==> src/rtl/pfd_ref_pkg.sv <==
package pfd_ref_pkg;

    localparam int unsigned RDIV_W_DEF = 4;
    localparam int unsigned SYNC_STAGES_DEF = 2;

    typedef struct packed {
        logic rise;
        logic fall;
    } ref_edges_t;

endpackage

==> src/rtl/pfd_ref_sync.sv <==
module pfd_ref_sync
    import pfd_ref_pkg::*;
#(
    parameter int unsigned STAGES = SYNC_STAGES_DEF
) (
    input  logic       clk,
    input  logic       rst_n,
    input  logic       ref_in,
    output ref_edges_t edges
);

    localparam int unsigned CHAIN_W = STAGES + 1;

    typedef struct packed {
        logic [CHAIN_W-1:0] chain;
    } sync_st_t;

    sync_st_t st_d, st_q;
    logic     lvl, prev;

    always_comb begin
        st_d       = st_q;
        st_d.chain = {st_q.chain[CHAIN_W-2:0], ref_in};
    end

    always_ff @(posedge clk) begin
        if (!rst_n) st_q <= '0;
        else        st_q <= st_d;
    end

    assign lvl        = st_q.chain[STAGES-1];
    assign prev       = st_q.chain[STAGES];
    assign edges.rise = lvl & ~prev;
    assign edges.fall = ~lvl & prev;

    // a transition seen on the synchronized level appears exactly once
    AST_EDGE_SINGLE: assert property (@(posedge clk) disable iff (!rst_n)
        edges.rise |=> !edges.rise) else $error("edge repeated");

endmodule

==> src/rtl/pfd_ref_edge_sel.sv <==
module pfd_ref_edge_sel
    import pfd_ref_pkg::*;
(
    input  ref_edges_t edges,
    input  logic       dbl_eff,
    output logic       active_evt
);

    always_comb begin
        active_evt = edges.fall;
        if (dbl_eff) active_evt = edges.fall | edges.rise;
    end

endmodule

==> src/rtl/pfd_ref_rcount.sv <==
module pfd_ref_rcount #(
    parameter int unsigned R_W = 4
) (
    input  logic           clk,
    input  logic           rst_n,
    input  logic           hold,
    input  logic           active_evt,
    input  logic [R_W-1:0] r_val,
    input  logic           dbl_req,
    output logic           dbl_eff,
    output logic           strobe
);

    typedef struct packed {
        logic [R_W-1:0] cnt;
        logic [R_W-1:0] lim;
        logic           dbl;
        logic           stb;
    } cnt_st_t;

    cnt_st_t st_d, st_q;
    logic    terminal;

    function automatic logic [R_W-1:0] ratio_of(input logic [R_W-1:0] r);
        return (r == '0) ? R_W'(1) : r;
    endfunction

    assign terminal = (st_q.cnt == st_q.lim - R_W'(1));

    always_comb begin
        st_d     = st_q;
        st_d.stb = 1'b0;
        if (hold) begin
            st_d.cnt = '0;
            st_d.lim = ratio_of(r_val);
            st_d.dbl = dbl_req;
        end else if (active_evt) begin
            if (terminal) begin
                st_d.stb = 1'b1;
                st_d.cnt = '0;
                st_d.lim = ratio_of(r_val);
                st_d.dbl = dbl_req;
            end else begin
                st_d.cnt = st_q.cnt + R_W'(1);
            end
        end
    end

    always_ff @(posedge clk) begin
        if (!rst_n) begin
            st_q.cnt <= '0;
            st_q.lim <= ratio_of(r_val);
            st_q.dbl <= dbl_req;
            st_q.stb <= 1'b0;
        end else begin
            st_q <= st_d;
        end
    end

    assign dbl_eff = st_q.dbl;
    assign strobe  = st_q.stb;

    AST_STROBE_PULSE: assert property (@(posedge clk) disable iff (!rst_n)
        strobe |=> !strobe) else $error("strobe wider than one cycle");
    AST_HOLD_QUIET: assert property (@(posedge clk) disable iff (!rst_n)
        hold |=> (!strobe && st_q.cnt == '0)) else $error("divider active while held");
    AST_CNT_BOUND: assert property (@(posedge clk) disable iff (!rst_n)
        st_q.cnt < st_q.lim) else $error("count past limit");
    AST_IDLE_QUIET: assert property (@(posedge clk) disable iff (!rst_n)
        !active_evt |=> !strobe) else $error("strobe without event");
    AST_LIM_NONZERO: assert property (@(posedge clk) disable iff (!rst_n)
        st_q.lim != '0) else $error("zero ratio loaded");
    AST_SETTLE: assert property (@(posedge clk) disable iff (!rst_n)
        (!hold && !(active_evt && terminal)) |=> ($stable(st_q.lim) && $stable(st_q.dbl)))
        else $error("settings changed mid-period");
    AST_RESET_CLEAR: assert property (@(posedge clk)
        !rst_n |=> (!strobe && st_q.cnt == '0)) else $error("reset state wrong");

endmodule

==> src/rtl/pfd_ref_gen.sv <==
module pfd_ref_gen
    import pfd_ref_pkg::*;
#(
    parameter int unsigned R_W         = RDIV_W_DEF,
    parameter int unsigned SYNC_STAGES = SYNC_STAGES_DEF
) (
    input  logic           clk,
    input  logic           rst_n,
    input  logic           ref_in,
    input  logic           dbl_en,
    input  logic [R_W-1:0] r_val,
    input  logic           cnt_rst,
    input  logic           pwr_dn,
    output logic           ref_strobe
);

    ref_edges_t edges;
    logic       dbl_eff;
    logic       active_evt;
    logic       hold;

    assign hold = cnt_rst | pwr_dn;

    pfd_ref_sync #(.STAGES(SYNC_STAGES)) u_sync (
        .clk   (clk),
        .rst_n (rst_n),
        .ref_in(ref_in),
        .edges (edges)
    );

    pfd_ref_edge_sel u_sel (
        .edges     (edges),
        .dbl_eff   (dbl_eff),
        .active_evt(active_evt)
    );

    pfd_ref_rcount #(.R_W(R_W)) u_cnt (
        .clk       (clk),
        .rst_n     (rst_n),
        .hold      (hold),
        .active_evt(active_evt),
        .r_val     (r_val),
        .dbl_req   (dbl_en),
        .dbl_eff   (dbl_eff),
        .strobe    (ref_strobe)
    );

    AST_RISE_IGNORED: assert property (@(posedge clk) disable iff (!rst_n)
        (edges.rise && !dbl_eff) |=> !ref_strobe) else $error("rising edge counted");
    AST_PWRDN_QUIET: assert property (@(posedge clk) disable iff (!rst_n)
        pwr_dn |=> !ref_strobe) else $error("strobe in power-down");
    AST_DOUBLE_RISE: assert property (@(posedge clk) disable iff (!rst_n)
        (edges.rise && dbl_eff && !hold && (r_val == '0) && (u_cnt.st_q.lim == R_W'(1)))
        |=> ref_strobe) else $error("rising edge missed in doubler mode");

endmodule

==> config.mk <==
export PLATFORM = sky130hd
export DESIGN_NAME = pfd_ref_gen
export DESIGN_NICKNAME = d
export VERILOG_FILES = /design/src/rtl/pfd_ref_pkg.sv /design/src/rtl/pfd_ref_sync.sv /design/src/rtl/pfd_ref_edge_sel.sv /design/src/rtl/pfd_ref_rcount.sv /design/src/rtl/pfd_ref_gen.sv
export SDC_FILE = /design/constraint.sdc
export NUM_CORES = 1
export LEC_CHECK = 0
export BUFFER_PORTS_ARGS = -buffer_cell sky130_fd_sc_hd__buf_2
export CELL_PAD_IN_SITES_DETAIL_PLACEMENT = 0
export CELL_PAD_IN_SITES_GLOBAL_PLACEMENT = 1
export CORE_MARGIN = 4
export CORE_UTILIZATION = 35
export CTS_CLUSTER_SIZE = 14
export DETAILED_ROUTE_END_ITERATION = 10
export PLACE_DENSITY_LB_ADDON = 0.1
export SKIP_LAST_GASP = 1
export SLEW_MARGIN = 10
export SYNTH_ARGS = -nofsm -noshare
export SYNTH_HDL_FRONTEND = slang
export SYNTH_SLANG_ARGS = --single-unit
==> constraint.sdc <==
create_clock -name clk -period 2.47 [get_ports clk]
set_clock_uncertainty 0.2 [all_clocks]
set_input_delay 0.3705 -clock clk [delete_from_list [all_inputs] [get_ports clk]]
set_output_delay 0.3705 -clock clk [all_outputs]
set_load 0.1 [all_outputs]
### Yosys cells after proc, flatten, opt, wreduce, memory -nomap -nowiden

Cells that the tools add are included.

| word-level totals | value |
|---|---|
| output and inout port bits | 1 |
| word-level logic and storage cells | 30 |
| flip-flop bits (word level) | 13 |
| bits of input ports | 10 |

| operators by class | value |
|---|---|
| add/sub/neg operators | 2 |
| eq/ne operators | 3 |
| reduce and logical (&&, ||, !) cells | 4 |
| muxes and demuxes | 8 |
| bitwise logic cells | 8 |

Operators with widths:

| kind | count |
|---|---|
| 6-bit 2-to-1 mux | 3 |
| 4-bit 2-to-1 mux | 2 |
| 3-bit by 1-bit != test with 1-bit output (second input constant) | 2 |
| 5-bit 2-to-1 mux | 1 |
| 4-bit by 1-bit adder with 4-bit output (second input constant) | 1 |
| 4-bit == test | 1 |
| 4-bit zero test | 1 |
| 1-bit inverter | 4 |
| 4-bit by 1-bit subtractor with 4-bit output (second input constant) | 1 |
| 3-bit OR reduction | 1 |
| 1-bit bitwise AND | 2 |
| 1-bit 2-to-1 mux | 2 |
| 1-bit OR | 2 |
| 2-bit AND reduction | 1 |
| 2-bit OR reduction | 1 |

### Longest topological paths before layout

Gate-level depths: netlist (run 1).

| depth | value |
|---|---|
| depth in word-level cells | 7 |
| depth in mapped cells | 6 |
| depth with buffers taken out | 6 |

### By module

A second synthesis (run 1) with hierarchy kept.

| second synthesis, totals | value |
|---|---|
| cells, all modules | 64 |
| area, all modules | 676.9 µm² |

Modules (own cells, without submodules):

| module | times used | seq. area each (µm²) | cells an instance | area an instance (µm²) |
|---|---|---|---|---|
| pfd_ref_rcount | 1 | 250.2 | 54 | 571.8 |
| pfd_ref_sync | 1 | 60.1 | 8 | 91.3 |
| pfd_ref_edge_sel | 1 | 0.0 | 1 | 7.5 |
| pfd_ref_gen | 1 | 0.0 | 1 | 6.3 |

### Worst setup path before layout (run 1)

OpenSTA, ideal clock, no wires.

| path | value |
|---|---|
| kind | reg-to-reg |
| from | reg u_cnt.st_q[2] (netlist name) |
| to | reg u_cnt.st_q (netlist bit u_cnt.dbl_eff), enable pin |
| clock period less this slack | 2.019 ns |
| path buffers | 0 |
| stages on the path, launching flop included | 7 |
| required time | 1.960 ns |
| arrival | 1.509 ns |
| library setup time | 0.310 ns |
| setup slack | 0.451 ns |
| path through | edfxtp_1 inv_1 ha_1 xnor2_1 nor4_4 a31oi_4 inv_1 |

| between the ends | value |
|---|---|
| word-level cells in the longest chain between the ends | 4 |

RTL lines:

| item | line | text |
|---|---|---|
| start, declared | pfd_ref_rcount.sv:21 | `cnt_st_t st_d, st_q;` |
| start signal, assigned | pfd_ref_rcount.sv:56 | `st_q <= st_d;` |
| 4-bit by 1-bit subtractor with 4-bit output | pfd_ref_rcount.sv:28 | `assign terminal = (st_q.cnt == st_q.lim - R_W'(1));` |
| 4-bit == test | pfd_ref_rcount.sv:28 |  |
| 3-bit by 1-bit != test with 1-bit output (no line) | n/a |  |
| 2-bit AND reduction (no line) | n/a |  |

No other way between the ends.
A chain may end at the register's enable or synchronous reset.

### Worst setup path in the final report (run 1)

| path | value |
|---|---|
| from | reg u_cnt.st_q[2] (netlist name) |
| to | reg u_cnt.st_q[3] (netlist name), enable pin |

The elaborated chain is that of the path after synthesis.

==> results.json, run 1 <==
{
  "outcome": "finished clean",
  "synth_area_per_cell_um2": 10.8,
  "path_class": "flip-flop to flip-flop",
  "syn_inst": 58,
  "cts_root_buffer": "clkbuf_4",
  "end_kind": "flip-flop",
  "cp-start-kind": "flip-flop",
  "portBuffers": 10,
  "vias_per_cell": 4.28,
  "cts_buffer_depth": 2,
  "first_pass_iters": 2,
  "crit_chain": "inv_1 > ha_1 > xnor2_1 > nor4_4 > a31oi_4 > inv_1",
  "initial_core_util": 0.368,
  "drc_errors": 0,
  "vias": 419,
  "cpMostUsedCell": "inv_1",
  "drive_above_1_share": 0.219,
  "dp_hpwl_um": 779,
  "gr-total-overflow": 0,
  "area_growth_syn_to_layout_pct": 18.3,
  "fin_crit_ns": 2.11,
  "cts_setup_buffers": 0,
  "die_h_um": 50.4,
  "gp_congestion": 0.642,
  "setup_viol": 0,
  "fin_crit_sh": 0.855,
  "die-width_um": 50.4,
  "worst_pin_slew_ns": 0.484,
  "antenna_left": 0,
  "grt_max_degree": 9,
  "core_um2": 1710,
  "cts_tree": "done",
  "rsz0062_at_grt": "false",
  "slowest_stage": "edfxtp_1",
  "relSlewSlack": 0.680,
  "holdBufCountCts": 0,
  "slowest_delay_ns": 0.40,
  "h-tree-depth": 1,
  "p_per_area_nw_per_um2": 583,
  "cts_sinks": 13,
  "final_nets": 87,
  "netlist_area_um2": 628,
  "ys_ff_latch": 13,
  "clk_latency_ns": 0.28,
  "diodes": 0,
  "synthDistinctLibCells": 17,
  "grt_pass1_wl_mm": 1.77,
  "crit_fanout": 5,
  "power_leakage_uw": 0.000316,
  "dieArea_um2": 2540,
  "min-delay-path-class": "input port to flip-flop",
  "final_max_slew_viol_count": 0,
  "numCtsBuffers": 3,
  "path_clk_slew_ns": 0.08,
  "crit_required_ns": 2.25,
  "tns_ns": 0,
  "rows": 15,
  "antenna_found_initial": 0,
  "nFillCells": 168,
  "hold_slack_ns": 0.0972,
  "hold_viol": 0,
  "yosysSeqAreaShare": 0.494,
  "grt_use_total": 0.0964,
  "io_pins": 11,
  "max-vdd-ir-drop_mv": 0.271,
  "wire_per_inst_um": 10.2,
  "cp.arrival_ns": 1.89,
  "synth_nets": 71,
  "drtIter0Drc": 1,
  "grt_pass1_vias": 421,
  "ys_warn_count": 0,
  "cts_resized": 0,
  "wl_mm": 1.00,
  "drv_cap": 0,
  "fmax_mhz": 474
}
## layout make-up
| class | count | area, um2 | area share |
|---|---|---|---|
| multi-input cells | 41 | 303 | 0.407 |
| well taps | 25 | 31.3 | 0.0421 |
| inverters | 4 | 15.0 | 0.0202 |
| repair buffers | 11 | 57.6 | 0.0774 |
| clock buffers | 4 | 26.3 | 0.0354 |
| flip-flops and latches | 13 | 310 | 0.418 |
## stage by stage
stage	std cells	instance area, um2	setup slack [ns]	power, uW	utilization
after floorplan	58	628	0.451	287	-
after global placement	94	717	0.426	304	0.420
after detailed placement	94	717	0.359	304	0.420
after CTS	98	743	0.351	434	0.435
after global routing	98	743	0.238	453	0.435
final	98	743	0.359	434	0.435
## cell usage after synthesis
cell type  n  area (um2)
o21ai_0    1        5.00
ha_1       3        37.5
nor4_4     1        21.3
nor2b_1    4        25.0
xor2_1     5        43.8
nor3b_1    1        7.51
inv_1      4        15.0
xnor2_1    4        35.0
nand3_1    2        10.0
nor3_1     3        15.0
dfxtp_1    8         160
edfxtp_1   5         150
nand2_1    2        7.51
a21boi_1   1        7.51
and2_1     7        43.8
nor2_1     6        22.5
a31oi_4    1        21.3
## critical path, delay by kind of cell (launching register included)
family                     cells  cell delay [ns]
DFF                            1             0.40
and+or+nand+nor                1             0.36
adders and majority gates      1             0.30
buffers and inverters          2             0.26
xor gates and xnor gates       1             0.16
AOI/OAI and AO/OA              1             0.13
## registers in the layout, indices dropped and copies added (netlist names)
register / count
u_cnt.st_q: 8
u_sync.st_q: 3
u_cnt.dbl_eff: 1
u_cnt.strobe: 1
## worst paths after layout
check	to	startpoint	slack [ns]	cells after the start
setup / recovery	u_cnt.st_q[3]$_DFFE_PP_	u_cnt.st_q[2]$_DFFE_PP_	0.36	6
hold / removal	u_sync.st_q[0]$_SDFF_PN0_	ref_in	0.1	2
setup reg to reg	u_cnt.st_q[3]$_DFFE_PP_	u_cnt.st_q[2]$_DFFE_PP_	0.36	6
hold reg to reg	u_sync.st_q[1]$_SDFF_PN0_	u_sync.st_q[0]$_SDFF_PN0_	0.24	1
## power breakdown
part	total [uW]	internal (uW)	switching, uW
Sequential	239	233	5.51
Combinational	59.3	26.5	32.8
Clock	136	62.7	72.9
Total	434	322	111
## logic make-up after synthesis
logic type	after synthesis	synth area share
compound gates	3	0.0538
flops	13	0.494
xor+xnor	9	0.125
fa+ha+maj	3	0.0598
simple gates	26	0.243
buf+inv	4	0.0239
## layer usage
layer / track usage / up-vias / wire (um)
li1: - / 220 / -
met1: 0.112 / 186 / 450
met3: 0.0356 / 2 / 54
met2: 0.146 / 11 / 477
met4: 0.0673 / 0 / 20
met5: 0 / - / 0
## cells in the final DEF, fill, tap and decap left out
cell type  Yosys  final
buf_2          0     10
dfxtp_1        8      8
and2_1         7      7
nor2_1         6      6
xor2_1         5      5
edfxtp_1       5      5
inv_1          4      4
xnor2_1        4      4
nor2b_1        4      4
nor3_1         3      3
ha_1           3      3
clkbuf_4       0      3
nand2_1        2      2
nand3_1        2      2
nor4_4         1      1
a31oi_4        1      1
nor3b_1        1      1
o21ai_0        1      1
a21boi_1       1      1
clkbuf_1       0      1
buf_4          0      1
Note: power is estimated with default switching activity, not from simulation.
==> run 2: changes to the inputs <==
--- a/config.mk
+++ b/config.mk
@@ -9,7 +9,7 @@
 export CELL_PAD_IN_SITES_DETAIL_PLACEMENT = 0
 export CELL_PAD_IN_SITES_GLOBAL_PLACEMENT = 1
 export CORE_MARGIN = 4
-export CORE_UTILIZATION = 35
+export CORE_UTILIZATION = 25
 export CTS_CLUSTER_SIZE = 14
 export DETAILED_ROUTE_END_ITERATION = 10
 export PLACE_DENSITY_LB_ADDON = 0.1
==> run 2 against run 1 <==
Compared with the run above: final cell count grew 2.0%; worst hold slack gained 0.0082 ns; sequential power is essentially flat; worst setup slack lost 0.040 ns; non-clock buffer count shrank 1; design area shrank 0.51%; routed wire length grew 0.30%; flip-flop and latch count is the same; register-to-register slack lost 0.04 ns; first-iteration DRC count grew to 3.0 times the previous value; critical path type unchanged; critical endpoint unchanged.
==> results.json, run 2 (synthesis gave the netlist of run 1 again) <==
{
  "cts_sinks": 13,
  "wire_per_inst_um": 10.1,
  "antenna_found_initial": 0,
  "mostFrequentLayoutCells": "10 x buf_2, 8 x dfxtp_1, 7 x and2_1",
  "fin_crit_ns": 2.15,
  "hold_viol": 0,
  "setup_slack_ns": 0.319,
  "drc_errors": 0,
  "first_pass_iters": 3,
  "vias": 406,
  "stdcell_count": 100,
  "mostFrequentLayoutCell": "buf_2",
  "diodes": 0,
  "outcome": "finished clean",
  "drv_cap": 0,
  "dp_cells": 96,
  "gp_congestion": 0.679,
  "wl_mm": 1.01,
  "cts_root_buffer": "clkbuf_4",
  "drive_above_1_share": 0.208,
  "grt_max_degree": 11,
  "io_pins": 11,
  "area_growth_syn_to_layout_pct": 17.7,
  "pre_cts_slack_ns": 0.305,
  "worst_pin_slew_ns": 0.483,
  "final_max_slew_viol_count": 0,
  "tns_ns": 0,
  "antenna_left": 0,
  "grt_pass1_vias": 434,
  "top_register": "u_cnt.st_q",
  "p_per_area_nw_per_um2": 574,
  "h-tree-depth": 1,
  "drtIter0Drc": 3,
  "end_kind": "flip-flop",
  "grt_use_total": 0.0758,
  "grt_pass1_wl_mm": 1.87,
  "cp-start-kind": "flip-flop",
  "fmax_mhz": 465,
  "numCtsBuffers": 3,
  "clk_latency_ns": 0.27,
  "finalCoreUtilization": 0.322,
  "die-width_um": 58.1,
  "cts_buffer_depth": 2,
  "cts_setup_buffers": 0,
  "setup_viol": 0,
  "final_nets": 86,
  "initial_core_util": 0.273,
  "cts_resized": 0,
  "path_class": "flip-flop to flip-flop",
  "crit_fanout": 10,
  "largest_register_ffs": 8,
  "holdBufCountCts": 0,
  "relSlewSlack": 0.680,
  "fin_crit_sh": 0.871,
  "crit_required_ns": 2.24,
  "dieArea_um2": 3380,
  "path_clk_slew_ns": 0.08,
  "power_leakage_uw": 0.000311,
  "gr-total-overflow": 0,
  "max-vdd-ir-drop_mv": 0.183,
  "min-delay-path-class": "input port to flip-flop",
  "cp.arrival_ns": 1.92,
  "top_regs": "u_cnt.st_q x8, u_sync.st_q x3",
  "nFillCells": 253,
  "portBuffers": 10,
  "rsz0062_at_grt": "false",
  "rows": 17,
  "cts_tree": "done",
  "core_um2": 2300,
  "die_h_um": 58.1,
  "vias_per_cell": 4.06
}
[run 2: changes by cell type in the layout (fill, tap and decap cells not counted), sizes merged]
cell	delta
buf	-1
[run 2: power by group]
group | internal, uW | switching, uW
clock | 62.5 | 65.7
combinational | 25.7 | 32.5
sequential | 233 | 5.25
[run 2: path summary, 6_finish.rpt]
check | from | to | slack [ns] | depth (start not counted)
max reg2reg | u_cnt.st_q[2]$_DFFE_PP_ | u_cnt.st_q[3]$_DFFE_PP_ | 0.32 | 6
max | u_cnt.st_q[2]$_DFFE_PP_ | u_cnt.st_q[3]$_DFFE_PP_ | 0.32 | 6
min reg2reg | u_sync.st_q[0]$_SDFF_PN0_ | u_sync.st_q[1]$_SDFF_PN0_ | 0.24 | 1
min | ref_in | u_sync.st_q[0]$_SDFF_PN0_ | 0.11 | 2
[run 2: per-stage QoR]
stage / power, uW / area [um2] / hold WS (ns)
floorplan: 287 / 628 / 0.212
global placement: 303 / 713 / 0.216
detailed placement: 303 / 713 / 0.219
CTS: 436 / 739 / 0.0916
global route: 455 / 739 / 0.0954
finish: 425 / 739 / 0.105
[run 2: layer usage]
metal  track usage  share of wire  vias to the layer above
met4        0.0596          0.013                        0
met2         0.115           0.44                        7
li1              -              -                      220
met3        0.0200          0.054                        2
met1        0.0902           0.49                      177
met5             0              0                        -
[run 2: critical path: stages (launching register included)]
cell      delay (ns)
edfxtp_1        0.38
inv_1           0.06
ha_1            0.30
xnor2_1         0.16
nor4_4          0.35
a31oi_4         0.20
inv_1           0.21
[run 2: layout make-up]
class	instances	area (um2)	area share
well taps	28	35.0	0.0474
repair buffers	10	50.0	0.0677
clock buffers	4	26.3	0.0355
multi-input cells	41	303	0.409
inverters	4	15.0	0.0203
flip-flops and latches	13	310	0.420
==> run 3: changes to the inputs <==
--- a/config.mk
+++ b/config.mk
@@ -12,7 +12,7 @@
 export CORE_UTILIZATION = 25
 export CTS_CLUSTER_SIZE = 14
 export DETAILED_ROUTE_END_ITERATION = 10
-export PLACE_DENSITY_LB_ADDON = 0.1
+export PLACE_DENSITY = 0.58
 export SKIP_LAST_GASP = 1
 export SLEW_MARGIN = 10
 export SYNTH_ARGS = -nofsm -noshare
==> run 3 against run 2 <==
Compared with the run above: critical path type unchanged; maximum frequency rose by 0.48%; largest power group unchanged; first-iteration DRC count fell by 67%; die area did not move.
==> results.json, run 3 (synthesis gave the netlist of run 1 again) <==
{
  "portBuffers": 10,
  "pre_cts_slack_ns": 0.330,
  "cpMostUsedCell": "inv_1",
  "crit_required_ns": 2.24,
  "gr-total-overflow": 0,
  "fin_crit_ns": 2.14,
  "slowest_delay_ns": 0.39,
  "reg2reg_slack_ns": 0.33,
  "vias": 409,
  "grt_pass1_wl_mm": 1.78,
  "largest_register_ffs": 8,
  "setup_viol": 0,
  "rsz0062_at_grt": "false",
  "io_pins": 11,
  "initial_core_util": 0.273,
  "first_pass_iters": 2,
  "dieArea_um2": 3380,
  "grt_pass1_vias": 427,
  "diodes": 0,
  "cts_resized": 0,
  "fmax_mhz": 467,
  "drive_above_1_share": 0.222,
  "setup_slack_ns": 0.329,
  "end_kind": "flip-flop",
  "relSlewSlack": 0.678,
  "core_um2": 2300,
  "area_growth_syn_to_layout_pct": 17.9,
  "rows": 17,
  "drv_cap": 0,
  "r2r-start": "u_cnt.st_q[2]$_DFFE_PP_",
  "worst_pin_slew_ns": 0.486,
  "cts_sinks": 13,
  "cts_buffer_depth": 2,
  "die_h_um": 58.1,
  "path_class": "flip-flop to flip-flop",
  "hold_slack_ns": 0.104,
  "crit_family": "flip-flops",
  "pwr-share-clk": 0.299,
  "drc_errors": 0,
  "crit_fanout": 10,
  "vias_per_cell": 4.09,
  "cp.arrival_ns": 1.92,
  "wire_per_inst_um": 9.73,
  "cts_root_buffer": "clkbuf_4",
  "fin_crit_sh": 0.867,
  "outcome": "finished clean",
  "reg2reg_depth": 6,
  "top_regs": "u_cnt.st_q x8, u_sync.st_q x3",
  "grt_use_total": 0.0723,
  "postLayoutCellArea_um2": 741,
  "holdBufCountCts": 0,
  "antenna_found_initial": 0,
  "wl_um": 973,
  "wl_met1_um": 432,
  "p_sw_uw": 105,
  "cts_setup_buffers": 0,
  "power_leakage_uw": 0.000314,
  "power_frac_seq": 0.564,
  "holdPathEnd": "u_sync.st_q[0]$_SDFF_PN0_",
  "crit_buf_inv": 2,
  "cp-start-kind": "flip-flop",
  "min-delay-path-class": "input port to flip-flop",
  "r2r-end": "u_cnt.st_q[3]$_DFFE_PP_",
  "numCtsBuffers": 3,
  "holdPathStages": 2,
  "tns_ns": 0,
  "p_per_area_nw_per_um2": 572,
  "pwr-share-comb": 0.136,
  "mostFrequentLayoutCell": "buf_2",
  "top_register": "u_cnt.st_q",
  "crit_chain": "inv_1 > ha_1 > xnor2_1 > nor4_4 > a31oi_4 > inv_1",
  "die-width_um": 58.1,
  "h-tree-depth": 1,
  "clk_latency_ns": 0.27,
  "final_nets": 86,
  "hold_viol": 0,
  "route.met2.wl_um": 424,
  "drtIter0Drc": 1,
  "hp-start": "ref_in",
  "grt_max_degree": 11,
  "final_max_slew_viol_count": 0,
  "wl_met3_um": 106,
  "p_int_uw": 319,
  "gp_congestion": 0.732,
  "dpl_cell_area_um2": 713,
  "cts_tree": "done",
  "max-vdd-ir-drop_mv": 0.265,
  "antenna_left": 0,
  "swShare": 0.248,
  "dp_hpwl_um": 806,
  "slowest_stage": "edfxtp_1",
  "maxUsedRoutingLayer": "met4",
  "mostFrequentLayoutCells": "10 x buf_2, 8 x dfxtp_1, 7 x and2_1",
  "path_clk_slew_ns": 0.08
}
-- run 3: how the worst max path moves through the flow --
| stage | start | to | slack, ns | depth (start not counted) |
|---|---|---|---|---|
| 2_1_floorplan | u_cnt.st_q[2]$_DFFE_PP_ | u_cnt.dbl_eff$_DFFE_PP_ | 0.45 | 6 |
| 3_3_place_gp | u_cnt.st_q[2]$_DFFE_PP_ | u_cnt.st_q[3]$_DFFE_PP_ | 0.36 | 6 |
| 3_5_place_dp | u_cnt.st_q[2]$_DFFE_PP_ | u_cnt.st_q[3]$_DFFE_PP_ | 0.33 | 6 |
| 4_1_cts | u_cnt.st_q[2]$_DFFE_PP_ | u_cnt.st_q[5]$_DFFE_PP_ | 0.32 | 6 |
| 5_1_grt | u_cnt.st_q[2]$_DFFE_PP_ | u_cnt.st_q[4]$_DFFE_PP_ | 0.22 | 6 |
| 6_report | u_cnt.st_q[2]$_DFFE_PP_ | u_cnt.st_q[3]$_DFFE_PP_ | 0.33 | 6 |
-- run 3: routing by layer --
layer	vias up	GRT usage
li1	218	-
met1	175	0.0772
met2	14	0.116
met3	2	0.0557
met4	0	0.00993
met5	-	0
-- run 3: area by class of cell --
class | instances | area (um2)
fill | 249 | 1560
sequential | 13 | 310
multi-input combinational | 41 | 303
timing repair buffer | 10 | 50.0
tap | 28 | 35.0
clock buffer | 3 | 22.5
inverter | 4 | 15.0
clock inverter | 1 | 5.00
-- run 3: power by group through the flow --
stage                     clock, uW  combinational (uW)  sequential, uW
after global placement            0                58.4             244
after detailed placement          0                58.7             244
after CTS                       133                59.0             239
after global routing            142                65.3             241
final                           127                57.8             239
after floorplan                   0                44.2             243
-- run 3: stage by stage --
step,instances,total power (uW),util
detailed placement,96,303,0.310
floorplan,58,287,-
finish,100,424,0.322
global route,100,448,0.322
CTS,100,431,0.322
global placement,96,302,0.310
